--- config.mk ---
export PLATFORM = sky130hd
export DESIGN_NAME = dbg_rdseq
export DESIGN_NICKNAME = d
export VERILOG_FILES = /design/src/rtl/dbg_seq_pkg.sv /design/src/rtl/dbg_cmd_decode.sv /design/src/rtl/dbg_bus_port.sv /design/src/rtl/dbg_resp_pipe.sv /design/src/rtl/dbg_rdseq.sv
export SDC_FILE = /design/constraint.sdc
export NUM_CORES = 1
export LEC_CHECK = 0
export ABC_AREA = 0
export BUFFER_PORTS_ARGS = -buffer_cell sky130_fd_sc_hd__buf_2
export CORE_MARGIN = 1
export CORE_UTILIZATION = 40
export CTS_BUF_LIST = sky130_fd_sc_hd__clkbuf_16
export DETAILED_ROUTE_END_ITERATION = 8
export GPL_TIMING_DRIVEN = 0
export HOLD_SLACK_MARGIN = 0.15
export PLACE_DENSITY = 0.7
export SETUP_SLACK_MARGIN = 0.5
export SYNTH_ARGS = -nofsm -noshare
export SYNTH_HDL_FRONTEND = slang
export SYNTH_SLANG_ARGS = --single-unit
--- constraint.sdc ---
create_clock -name clk -period 4 [get_ports clk]
set_clock_uncertainty 0.15 [all_clocks]
set_input_delay 1 -clock clk [delete_from_list [all_inputs] [get_ports clk]]
set_output_delay 1 -clock clk [all_outputs]
set_load 0.01 [all_outputs]
--- src/rtl/dbg_seq_pkg.sv ---
package dbg_seq_pkg;
    localparam int WORD_W = 16;
    localparam int LONG_W = 2 * WORD_W;
    localparam int RESP_W = WORD_W + 1;

    localparam logic [WORD_W-1:0] OP_RDCTL = 16'h2980;
    localparam logic [WORD_W-1:0] OP_FORCE = 16'h00C0;

    typedef enum logic [2:0] {
        S_IDLE, S_AHI, S_ALO, S_WAIT, S_MSW, S_FDONE
    } seq_state_e;

    typedef enum logic [1:0] {C_RDCTL, C_FORCE, C_ILLEGAL} cmd_e;

    typedef struct packed {
        logic              status;
        logic [WORD_W-1:0] data;
    } resp_t;

    function automatic resp_t rsp_not_ready();
        return '{status: 1'b1, data: '0};
    endfunction

    function automatic resp_t rsp_fault();
        return '{status: 1'b1, data: WORD_W'(1)};
    endfunction

    function automatic resp_t rsp_complete();
        return '{status: 1'b0, data: '1};
    endfunction

    function automatic resp_t rsp_value(input logic [WORD_W-1:0] v);
        return '{status: 1'b0, data: v};
    endfunction

    function automatic cmd_e classify(input logic [WORD_W-1:0] w);
        if (w == OP_RDCTL) return C_RDCTL;
        if (w == OP_FORCE) return C_FORCE;
        return C_ILLEGAL;
    endfunction
endpackage

--- src/rtl/dbg_cmd_decode.sv ---
module dbg_cmd_decode
    import dbg_seq_pkg::*;
(
    input  logic [WORD_W-1:0] word,
    output cmd_e              cmd
);
    always_comb cmd = classify(word);
endmodule

--- src/rtl/dbg_bus_port.sv ---
module dbg_bus_port
    import dbg_seq_pkg::*;
(
    input  logic              clk,
    input  logic              rst,
    input  logic              start,
    input  logic [LONG_W-1:0] start_addr,
    input  logic              abort,
    input  logic              bus_ack,
    input  logic              bus_berr,
    output logic              bus_req,
    output logic [LONG_W-1:0] bus_addr,
    output logic              done_ok,
    output logic              done_err
);
    always_comb begin
        done_ok  = bus_req & bus_ack;
        done_err = bus_req & bus_berr & ~bus_ack;
    end

    always_ff @(posedge clk) begin
        if (rst) begin
            bus_req  <= 1'b0;
            bus_addr <= '0;
        end else if (start) begin
            bus_req  <= 1'b1;
            bus_addr <= start_addr;
        end else if (done_ok || done_err || abort) begin
            bus_req  <= 1'b0;
        end
    end
endmodule

--- src/rtl/dbg_resp_pipe.sv ---
module dbg_resp_pipe
    import dbg_seq_pkg::*;
(
    input  logic              clk,
    input  logic              rst,
    input  logic              load,
    input  resp_t             d,
    input  logic              cap,
    input  logic [WORD_W-1:0] cap_word,
    output logic [WORD_W-1:0] held_word,
    output resp_t             q
);
    always_ff @(posedge clk) begin
        if (rst) begin
            q         <= rsp_not_ready();
            held_word <= '0;
        end else begin
            if (load) q <= d;
            if (cap) held_word <= cap_word;
        end
    end
endmodule

--- src/rtl/dbg_rdseq.sv ---
module dbg_rdseq
    import dbg_seq_pkg::*;
(
    input  logic              clk,
    input  logic              rst,
    input  logic              shift_valid,
    input  logic [WORD_W-1:0] shift_word,
    output logic              resp_status,
    output logic [WORD_W-1:0] resp_word,
    output logic              bus_req,
    output logic [LONG_W-1:0] bus_addr,
    input  logic              bus_ack,
    input  logic              bus_berr,
    input  logic [LONG_W-1:0] bus_rdata,
    output logic              force_ack
);
    seq_state_e        st, st_n;
    cmd_e              cmd;
    resp_t             resp_q, resp_d;
    logic              resp_ld, hi_ld, start, abort, force_n, cap;
    logic              done_ok, done_err;
    logic [WORD_W-1:0] addr_hi_q, held_word;

    dbg_cmd_decode u_dec (.word(shift_word), .cmd(cmd));

    dbg_bus_port u_port (
        .clk(clk), .rst(rst), .start(start),
        .start_addr({addr_hi_q, shift_word}), .abort(abort),
        .bus_ack(bus_ack), .bus_berr(bus_berr),
        .bus_req(bus_req), .bus_addr(bus_addr),
        .done_ok(done_ok), .done_err(done_err)
    );

    dbg_resp_pipe u_resp (
        .clk(clk), .rst(rst), .load(resp_ld), .d(resp_d),
        .cap(cap), .cap_word(bus_rdata[WORD_W-1:0]),
        .held_word(held_word), .q(resp_q)
    );

    assign resp_status = resp_q.status;
    assign resp_word   = resp_q.data;

    always_comb begin
        st_n    = st;
        resp_ld = 1'b0;
        resp_d  = resp_q;
        hi_ld   = 1'b0;
        start   = 1'b0;
        abort   = 1'b0;
        force_n = 1'b0;
        cap     = 1'b0;
        unique case (st)
            S_IDLE: if (shift_valid) begin
                resp_ld = 1'b1;
                unique case (cmd)
                    C_RDCTL: begin st_n = S_AHI; resp_d = rsp_not_ready(); end
                    C_FORCE: begin force_n = 1'b1; resp_d = rsp_complete(); end
                    default: resp_d = rsp_fault();
                endcase
            end
            S_AHI: if (shift_valid) begin
                hi_ld = 1'b1; resp_ld = 1'b1;
                resp_d = rsp_not_ready(); st_n = S_ALO;
            end
            S_ALO: if (shift_valid) begin
                start = 1'b1; resp_ld = 1'b1;
                resp_d = rsp_not_ready(); st_n = S_WAIT;
            end
            S_WAIT: begin
                if (done_ok) begin
                    resp_ld = 1'b1; cap = 1'b1;
                    resp_d = rsp_value(bus_rdata[LONG_W-1:WORD_W]);
                    st_n = S_MSW;
                end else if (done_err) begin
                    resp_ld = 1'b1; resp_d = rsp_fault(); st_n = S_IDLE;
                end else if (shift_valid && cmd == C_FORCE) begin
                    abort = 1'b1; force_n = 1'b1; resp_ld = 1'b1;
                    resp_d = rsp_fault(); st_n = S_FDONE;
                end
            end
            S_MSW: if (shift_valid) begin
                resp_ld = 1'b1; resp_d = rsp_value(held_word); st_n = S_IDLE;
            end
            S_FDONE: if (shift_valid) begin
                resp_ld = 1'b1; resp_d = rsp_complete(); st_n = S_IDLE;
            end
            default: st_n = S_IDLE;
        endcase
    end

    always_ff @(posedge clk) begin
        if (rst) begin
            st        <= S_IDLE;
            addr_hi_q <= '0;
            force_ack <= 1'b0;
        end else begin
            st        <= st_n;
            force_ack <= force_n;
            if (hi_ld) addr_hi_q <= shift_word;
        end
    end
endmodule

Word-level counts from Yosys, hierarchy flattened
Cells that the tools add are included.
{"block": "word_totals", "regBits": 86, "out_inout_bits": 51, "inputBits": 53}
{"block": "classes", "n_bitwise": 4, "reduce_logical": 12, "muxes": 42, "n_eq_ne": 17}
{"cell": "$mux 17", "n": 7}
{"cell": "$pmux 17 s5", "n": 1}
{"cell": "$pmux 17 s2", "n": 1}
{"cell": "$mux 3", "n": 8}
{"cell": "$mux 1", "n": 18}
{"cell": "$eq 16x14->1 const B", "n": 1}
{"cell": "$eq 16x8->1 const B", "n": 1}
{"cell": "$pmux 3 s5", "n": 1}
{"cell": "$ne 2x2->1 const B", "n": 5}
{"cell": "$mux 2", "n": 4}
{"cell": "$reduce_and 7->1", "n": 1}
{"cell": "$eq 3x2->1 const B", "n": 2}
{"cell": "$eq 3x3->1 const B", "n": 2}
{"cell": "$ne 2x1->1 const B", "n": 3}
{"cell": "$reduce_and 6->1", "n": 1}
{"cell": "$reduce_bool 5->1", "n": 1}
{"cell": "$reduce_or 5->1", "n": 1}
{"cell": "$ne 4x2->1 const B", "n": 1}
{"cell": "$pmux 1 s2", "n": 2}
{"cell": "$reduce_or 2->1", "n": 2}
{"cell": "$and 1x1->1", "n": 3}
{"cell": "$eq 3x1->1 const B", "n": 1}
{"cell": "$logic_not 3->1", "n": 1}
{"cell": "$eq 2x1->1 const B", "n": 1}
{"cell": "other kinds (5)", "n": 6}

Logic depth before layout (Yosys ltp)
Gate-level depths: netlist (run 1).
{"block": "logic_depth", "depth_word": 14, "depth_mapped": 8, "ltp_nobuf": 5}

Hierarchy
Synthesis (run 1) repeated with hierarchy kept, for this count alone.
{"block": "unflattened", "cells_unflattened": 423, "area_unflattened_um2": 3868.7}
{"module": "dbg_rdseq", "instances": 1, "cells_per_inst": 199, "area_per_inst_um2": 1391.3, "seq_area_each_um2": 400.4}
{"module": "dbg_resp_pipe", "instances": 1, "cells_per_inst": 107, "area_per_inst_um2": 1197.4, "seq_area_each_um2": 660.6}
{"module": "dbg_bus_port", "instances": 1, "cells_per_inst": 110, "area_per_inst_um2": 1196.1, "seq_area_each_um2": 660.6}
{"module": "dbg_cmd_decode", "instances": 1, "cells_per_inst": 7, "area_per_inst_um2": 83.8, "seq_area_each_um2": 0.0}

Least setup slack after synthesis (run 1)
No wires, ideal clock.
{"block": "synth_timing", "path_type": "input to register", "startpoint": "input port shift_word[3]", "endpoint": "register u_resp.q[15] (netlist bit)", "cell_stages": 7, "path_buffers": 2, "arrival_ns": 2.356, "path_slack_ns": 1.409, "setup_time_ns": 0.086, "cell_sequence": "nor4b_4 -> and3_4 -> a31oi_4 -> or2_1 -> buf_6 -> buf_6 -> a211oi_1"}
{"block": "synth_via", "elab_chain_cells": 12, "word_cells_on_any_way": 20}
{"element": "start, declared", "line": "dbg_rdseq.sv:7", "text": "input logic [WORD_W-1:0] shift_word,"}
{"element": "$eq 16x8->1", "line": "dbg_seq_pkg.sv:38", "text": "if (w == OP_FORCE) return C_FORCE;"}
{"element": "$mux 1 (2 in series)", "line": "dbg_seq_pkg.sv:38"}
{"element": "$mux 2", "line": "dbg_seq_pkg.sv:39", "text": "return C_ILLEGAL;"}
{"element": "$mux 2 *", "line": "dbg_seq_pkg.sv:38"}
{"element": "$eq 2x1->1", "line": "dbg_rdseq.sv:55, dbg_rdseq.sv:76"}
{"element": "$logic_and 1x1->1", "line": "dbg_rdseq.sv:76", "text": "end else if (shift_valid && cmd == C_FORCE) begin"}
{"element": "$mux 1", "line": "dbg_rdseq.sv:76"}
{"element": "$mux 1", "line": "dbg_rdseq.sv:74", "text": "end else if (done_err) begin"}
{"element": "$mux 1", "line": "dbg_rdseq.sv:70", "text": "if (done_ok) begin"}
{"element": "$pmux 1 s2", "line": "dbg_rdseq.sv:52", "text": "unique case (st)"}
{"element": "$reduce_and 7->1 (no line)"}
{"element": "end signal, assigned", "line": "dbg_resp_pipe.sv:15", "text": "q <= rsp_not_ready();"}
{"element": "end, declared", "line": "dbg_resp_pipe.sv:11", "text": "output resp_t q"}
Mark *: on every way between the ends. The rest lies on a longest branch, timed or not. The select of a mux whose other input is x is not followed.
A chain may end at the register's enable or synchronous reset.

Worst setup path after layout (run 1)
{"block": "layout_timing", "startpoint": "input port shift_word[0]", "endpoint": "register u_resp.q[5] (netlist bit)"}
Same word-level chain as after synthesis.

==> results of run 1 <==
sequential cells by signal, summed over array words and instances, names as in the netlist:
register,flops
u_port.bus_req,1
u_resp.held_word,16
st,3
force_ack,1
addr_hi_q,16
u_port.bus_addr,32
u_resp.q,17
worst paths after layout:
kind | endpoint | start | slack (ns)
worst min-delay path | u_port.bus_addr[24] | addr_hi_q[8] | 0.30
worst max-delay path | u_resp.q[5] | shift_word[0] | 1.44
worst max register to register | u_port.bus_addr[12] | st[1] | 1.63
worst min register to register | u_port.bus_addr[24] | addr_hi_q[8] | 0.30
stage by stage:
stage / cell area, µm² / worst slack [ns] / hold WS (ns) / total power (W) / util (%)
after floorplan: 3600 / 1.41 / 0.282 / 0.00139 / -
after detailed placement: 4250 / 1.09 / 0.293 / 0.00159 / 48.7
after CTS: 4550 / 1.42 / 0.300 / 0.00243 / 52.2
after global routing: 4550 / 1.29 / 0.318 / 0.00254 / 52.2
after global placement: 4250 / 1.14 / 0.286 / 0.00158 / 48.7
final: 4550 / 1.44 / 0.299 / 0.00242 / 52.2
worst max-delay path: cells and delay by family:
family,cells,cell delay (ns)
buffers and inverters,3,0.40
and+or+nand+nor,3,0.89
AOI/OAI and AO/OA,2,0.37
power groups by stage:
stage	registers, W	clock network, W	logic (W)
after floorplan	0.00104	0	0.000351
after global placement	0.00101	0	0.000564
after detailed placement	0.00102	0	0.000577
after CTS	0.000999	0.000850	0.000581
after global routing	0.00101	0.000879	0.000650
final	0.000999	0.000839	0.000582
cells in the mapped netlist, types with 6 or more instances:
master	instances	area share, %
a211oi_1	13	2.7
a21oi_1	73	10
a22o_1	11	2.7
buf_2	6	0.83
clkbuf_1	29	3.0
dfxtp_1	86	48
inv_1	13	1.4
nand2_1	131	14
nor2_1	6	0.63
nor2b_1	9	1.6
nor4_1	11	1.9
o21ai_0	11	1.5
routing by layer:
layer	wire, µm	vias to the layer above
met5	0	-
met4	133	0
met3	456	14
met2	4560	92
met1	4570	1623
li1	-	1756
kinds of logic after synthesis:
group	Yosys count	share of synthesized area (%)
and+or+nand+nor	184	24.6
AOI/OAI and AO/OA	125	21.2
DFF	86	47.8
buffers and inverters	50	5.84
muxes	2	0.591
cells in the final DEF, fill, tap and decap left out, types with 3 or more instances in the layout:
master,count
clkbuf_1,29
nor4_1,11
a22o_1,11
clkinvlp_4,3
dfxtp_1,86
inv_1,14
buf_2,109
o21ai_0,11
nand2_1,131
clkbuf_16,9
o21a_1,4
nor2_1,6
nand3_1,3
o41ai_1,4
nor3_1,3
nor2b_1,9
a211oi_1,13
a21oi_1,73
nand3b_1,3
final cells by class:
cell class	count	area, µm²	share of cell area [%]
multi-input combinational	311	1670	36.7
tap	108	135	2.97
inverter	13	48.8	1.07
timing repair buffer	103	515	11.3
clock inverter	7	73.8	1.62
clock buffer	9	225	4.95
buffer	37	161	3.55
sequential	86	1720	37.8
==> results.yml, run 1 <==
final_layout:
  layout.nets: 614
  layoutNonFillerInstCount: 674
  drive_gt1_share_pct: 23.9
  area_growth_pct: 26.4
  fill_cells: 844
  diodes: 0
detailed_routing:
  wl_per_cell_um: 14.4
  vias_per_cell: 5.17
  drt_wl_total_um: 9720
  vias: 3485
  drc_errors: 0
  ant_nets: 0
  firstDrtPassIters: 5
  drtIter0Drc: 188
synthesis:
  ys.flop_type: "dfxtp_1"
  ys_seq_elements: 86
  synth_area_um2: 3600
  async_flop_share_pct: 0
  ys_seq_area_share_pct: 47.8
  synth-edff-count: 0
  yosysWarnings: 0
  ys_types: 40
  syn_nets: 500
  synth_cells: 447
  avgSynthCellArea_um2: 8.05
power_and_ir_drop:
  power.sequential.fraction_pct: 41.3
  max-vdd-ir-drop_mv: 0.239
  power.leakage_nw: 1.80
  clkPwrFrac_pct: 34.7
  p_switching_w: 0.000760
  powerDensity_nw_per_um2: 532
  power_frac_comb_pct: 24.1
  p_int_w: 0.00166
  switching_share_pct: 31.4
hold_path:
  hold_path.class: "reg2reg"
  holdPathStages: 2
sta:
  fmax_mhz: 390
  relSlewSlack_pct: 62.3
  rsz0062_at_grt: "no"
  fin_crit_sh_pct: 64.1
  setup_violations: 0
  hold_violations: 0
  tns_ns: 0
  fin_crit_ns: 2.56
  final_max_slew_viol_count: 0
  worst_slew_pin_slew_ns: 0.565
global_route:
  grt_use_total_pct: 21.2
  grt_max_degree: 16
  grt.overflow.total: 0
  grt_pass1_vias: 3358
  grt_util_met1_pct: 29.0
  antenna_found_initial: 0
  grt_use_met2_pct: 34.0
  use_met3_pct: 4.19
  grt_first_pass_wirelength_um: 16100
  grt_busiest_layer: "met2"
setup_path:
  start_kind: "primary input"
  critPathArrivalTime_ns: 2.66
  path_common_cell: "buf_6"
  end_kind: "flop"
  rr_worst_depth: 7
  slowest_delay_ns: 0.36
  cp_slowest_cell: "nor4_4"
  path_cells: "buf_2, nor4_4, and3_4, a31oi_4, or2_1, buf_6, buf_6, a211oi_1"
  cp_data_required_time_ns: 4.10
  path_max_fanout: 10
  path_class: "in2reg"
floorplanning:
  die_w_um: 96.9
  initial_core_util_pct: 41.3
  coreArea_um2: 8720
  ios: 104
  num_rows: 34
  die_h_um: 96.9
  dieArea_um2: 9380
outcome:
  status: "complete, no violations"
clock_tree:
  clk_latency_ns: 0.34
  postCtsSetupBuffers: 0
  numCtsBuffers: 9
  clk_path_buf_depth: 2
  cts_root_buf: "clkbuf_16"
  cts_tree: "built"
  clk_pin_slew_ns: 0.07
  ctsResizeCount: 0
  h-tree-depth: 3
  cts.sinks: 86
  hold_buffers: 0
place:
  port_buffers: 103
  place_hpwl_um: 7310
  place.gp.congestion: 0.822
  dp_cells: 658
run:
  cap_violations: 0
No activity file was read; power rests on OpenSTA's default activity.
==> inputs of run 2 (changes only) <==
==> constraint.sdc (replaced) <==
create_clock -name clk -period 2.5 [get_ports clk]
set_clock_uncertainty 0.15 [all_clocks]
set_input_delay 0.625 -clock clk [delete_from_list [all_inputs] [get_ports clk]]
set_output_delay 0.625 -clock clk [all_outputs]
set_load 0.01 [all_outputs]
==> run 2 against run 1 <==
- register-to-register slack worse by 1.2 ns
- die area stayed put
- sequential share of layout area down 4.4 points
- first-iteration DRC count rose by 60%
- critical endpoint is now u_resp.q[7]
==> results.yml, run 2 (synthesis gave the netlist of run 1 again) <==
floorplanning:
  coreArea_um2: 8720
  dieArea_um2: 9380
  die_h_um: 96.9
  num_rows: 34
  initial_core_util_pct: 41.3
  die_w_um: 96.9
  ios: 104
place:
  dp_cells: 658
  port_buffers: 103
  place_hpwl_um: 7390
  place.gp.congestion: 0.836
  dpl_worst_slack_ns: -0.0103
setup_path:
  end_kind: "flop"
  start_kind: "primary input"
  critPathArrivalTime_ns: 2.26
  path_max_fanout: 5
  cp_data_required_time_ns: 2.59
  path_class: "in2reg"
sta:
  tns_ns: 0
  fmax_mhz: 461
  final_max_slew_viol_count: 0
  fin_crit_sh_pct: 86.7
  finalWorstSetupSlack_ns: 0.333
  worst_slew_pin_slew_ns: 0.682
  hold_violations: 0
  rsz0062_at_grt: "yes"
  fin_crit_ns: 2.17
  relSlewSlack_pct: 54.5
  setup_violations: 0
  holdWs_ns: 0.301
power_and_ir_drop:
  max-vdd-ir-drop_mv: 0.412
  powerDensity_nw_per_um2: 804
  power.leakage_nw: 2.10
detailed_routing:
  vias_per_cell: 5.33
  firstDrtPassIters: 5
  dr_wl_met3_um: 487
  drtIter0Drc: 300
  wl_per_cell_um: 15.6
  top_layer: "met4"
  ant_nets: 0
  vias: 3739
  drt_wl_total_um: 10900
  route.met2.wl_um: 5320
  drc_errors: 0
  met1_length_um: 4780
final_layout:
  layoutNonFillerInstCount: 701
  fill_cells: 748
  finalCoreUtilization_pct: 59.1
  final_common_cell: "nand2_1"
  drive_gt1_share_pct: 35.6
  largest_registers: "u_port.bus_addr (32), u_resp.q (17)"
  area_growth_pct: 43.1
  layout.nets: 641
  mostFrequentLayoutCells: "nand2_1 (131), buf_2 (100), dfxtp_1 (86)"
  diodes: 0
  largest_register: "u_port.bus_addr"
  largest_reg_flops: 32
run:
  cap_violations: 0
clock_tree:
  cts.sinks: 86
  clk_latency_ns: 0.33
  h-tree-depth: 3
  clk_pin_slew_ns: 0.07
  cts_root_buf: "clkbuf_16"
  cts_tree: "built"
  numCtsBuffers: 9
  clk_path_buf_depth: 2
global_route:
  grt_max_degree: 16
  grt_use_total_pct: 22.8
  grt.overflow.total: 0
  grt_first_pass_wirelength_um: 17300
  antenna_found_initial: 0
  grt_pass1_vias: 3594
outcome:
  status: "complete, no violations"
hold_path:
  hold_path.class: "reg2reg"
-- run 2: cell types whose count changed in the layout (fill, tap and decap cells not counted), moves of 8 or more --
cell | previous run | this run
a211oi_1 | 13 | 3
a211oi_2 | 0 | 10
buf_2 | 109 | 100
buf_4 | 0 | 21
buf_6 | 2 | 14
clkbuf_1 | 29 | 16
nor4_1 | 11 | 1
nor4_4 | 2 | 10
-- run 2: through the flow --
stage,total power [W],instance area [µm²]
6_report,0.00414,5150
5_1_grt,0.00433,5150
4_1_cts,0.00400,4980
3_5_place_dp,0.00259,4330
3_3_place_gp,0.00256,4330
2_1_floorplan,0.00226,3680
-- run 2: layout make-up --
class	instances	area, µm²	area share, %
plain buffers	37	226	4.40
clock buffers	9	225	4.37
inverters	13	48.8	0.947
clock inverters	7	50.0	0.971
flip-flops and latches	86	1720	33.4
multi-input cells	311	1940	37.6
repair buffers	130	810	15.7
well taps	108	135	2.62
-- run 2: layer usage --
layer  global-route usage [%]  up-vias
met4                     9.30        0
met5                        0        -
met3                     3.32       32
met2                     37.4      133
met1                     30.0     1756
li1                         -     1818
-- run 2: final timing paths --
path | start | end | slack, ns | cells past startpoint
worst max-delay path | shift_word[15] | u_resp.q[7] | 0.33 | 9
worst min-delay path | addr_hi_q[3] | u_port.bus_addr[19] | 0.30 | 2
worst max register to register | st[2] | u_resp.q[15] | 0.39 | 7
worst min register to register | addr_hi_q[3] | u_port.bus_addr[19] | 0.30 | 2
-- run 2: critical path: stages --
cell	delay, ns
buf_8	0.10
nor4b_4	0.32
and3_4	0.25
a31oi_4	0.11
or2_4	0.26
buf_6	0.13
buf_6	0.11
buf_8	0.12
a211oi_2	0.23
-- run 2: power breakdown --
part / leakage [nW] / total, W / switching [W] / internal, W
logic: 1.27 / 0.00130 / 0.000723 / 0.000582
registers: 0.697 / 0.00160 / 0.0000784 / 0.00152
clock network: 0.133 / 0.00123 / 0.000560 / 0.000675
total: 2.10 / 0.00414 / 0.00136 / 0.00278
-- run 2: repair_timing --
action | 4_1_cts | 5_1_grt
setup endpoints to repair | 69 | 65
pin swaps | 18 | 14
cloned | 2 | 1
hold buffers | 0 | 0
buffers inserted | 18 | 6
gates resized for setup | 52 | 46
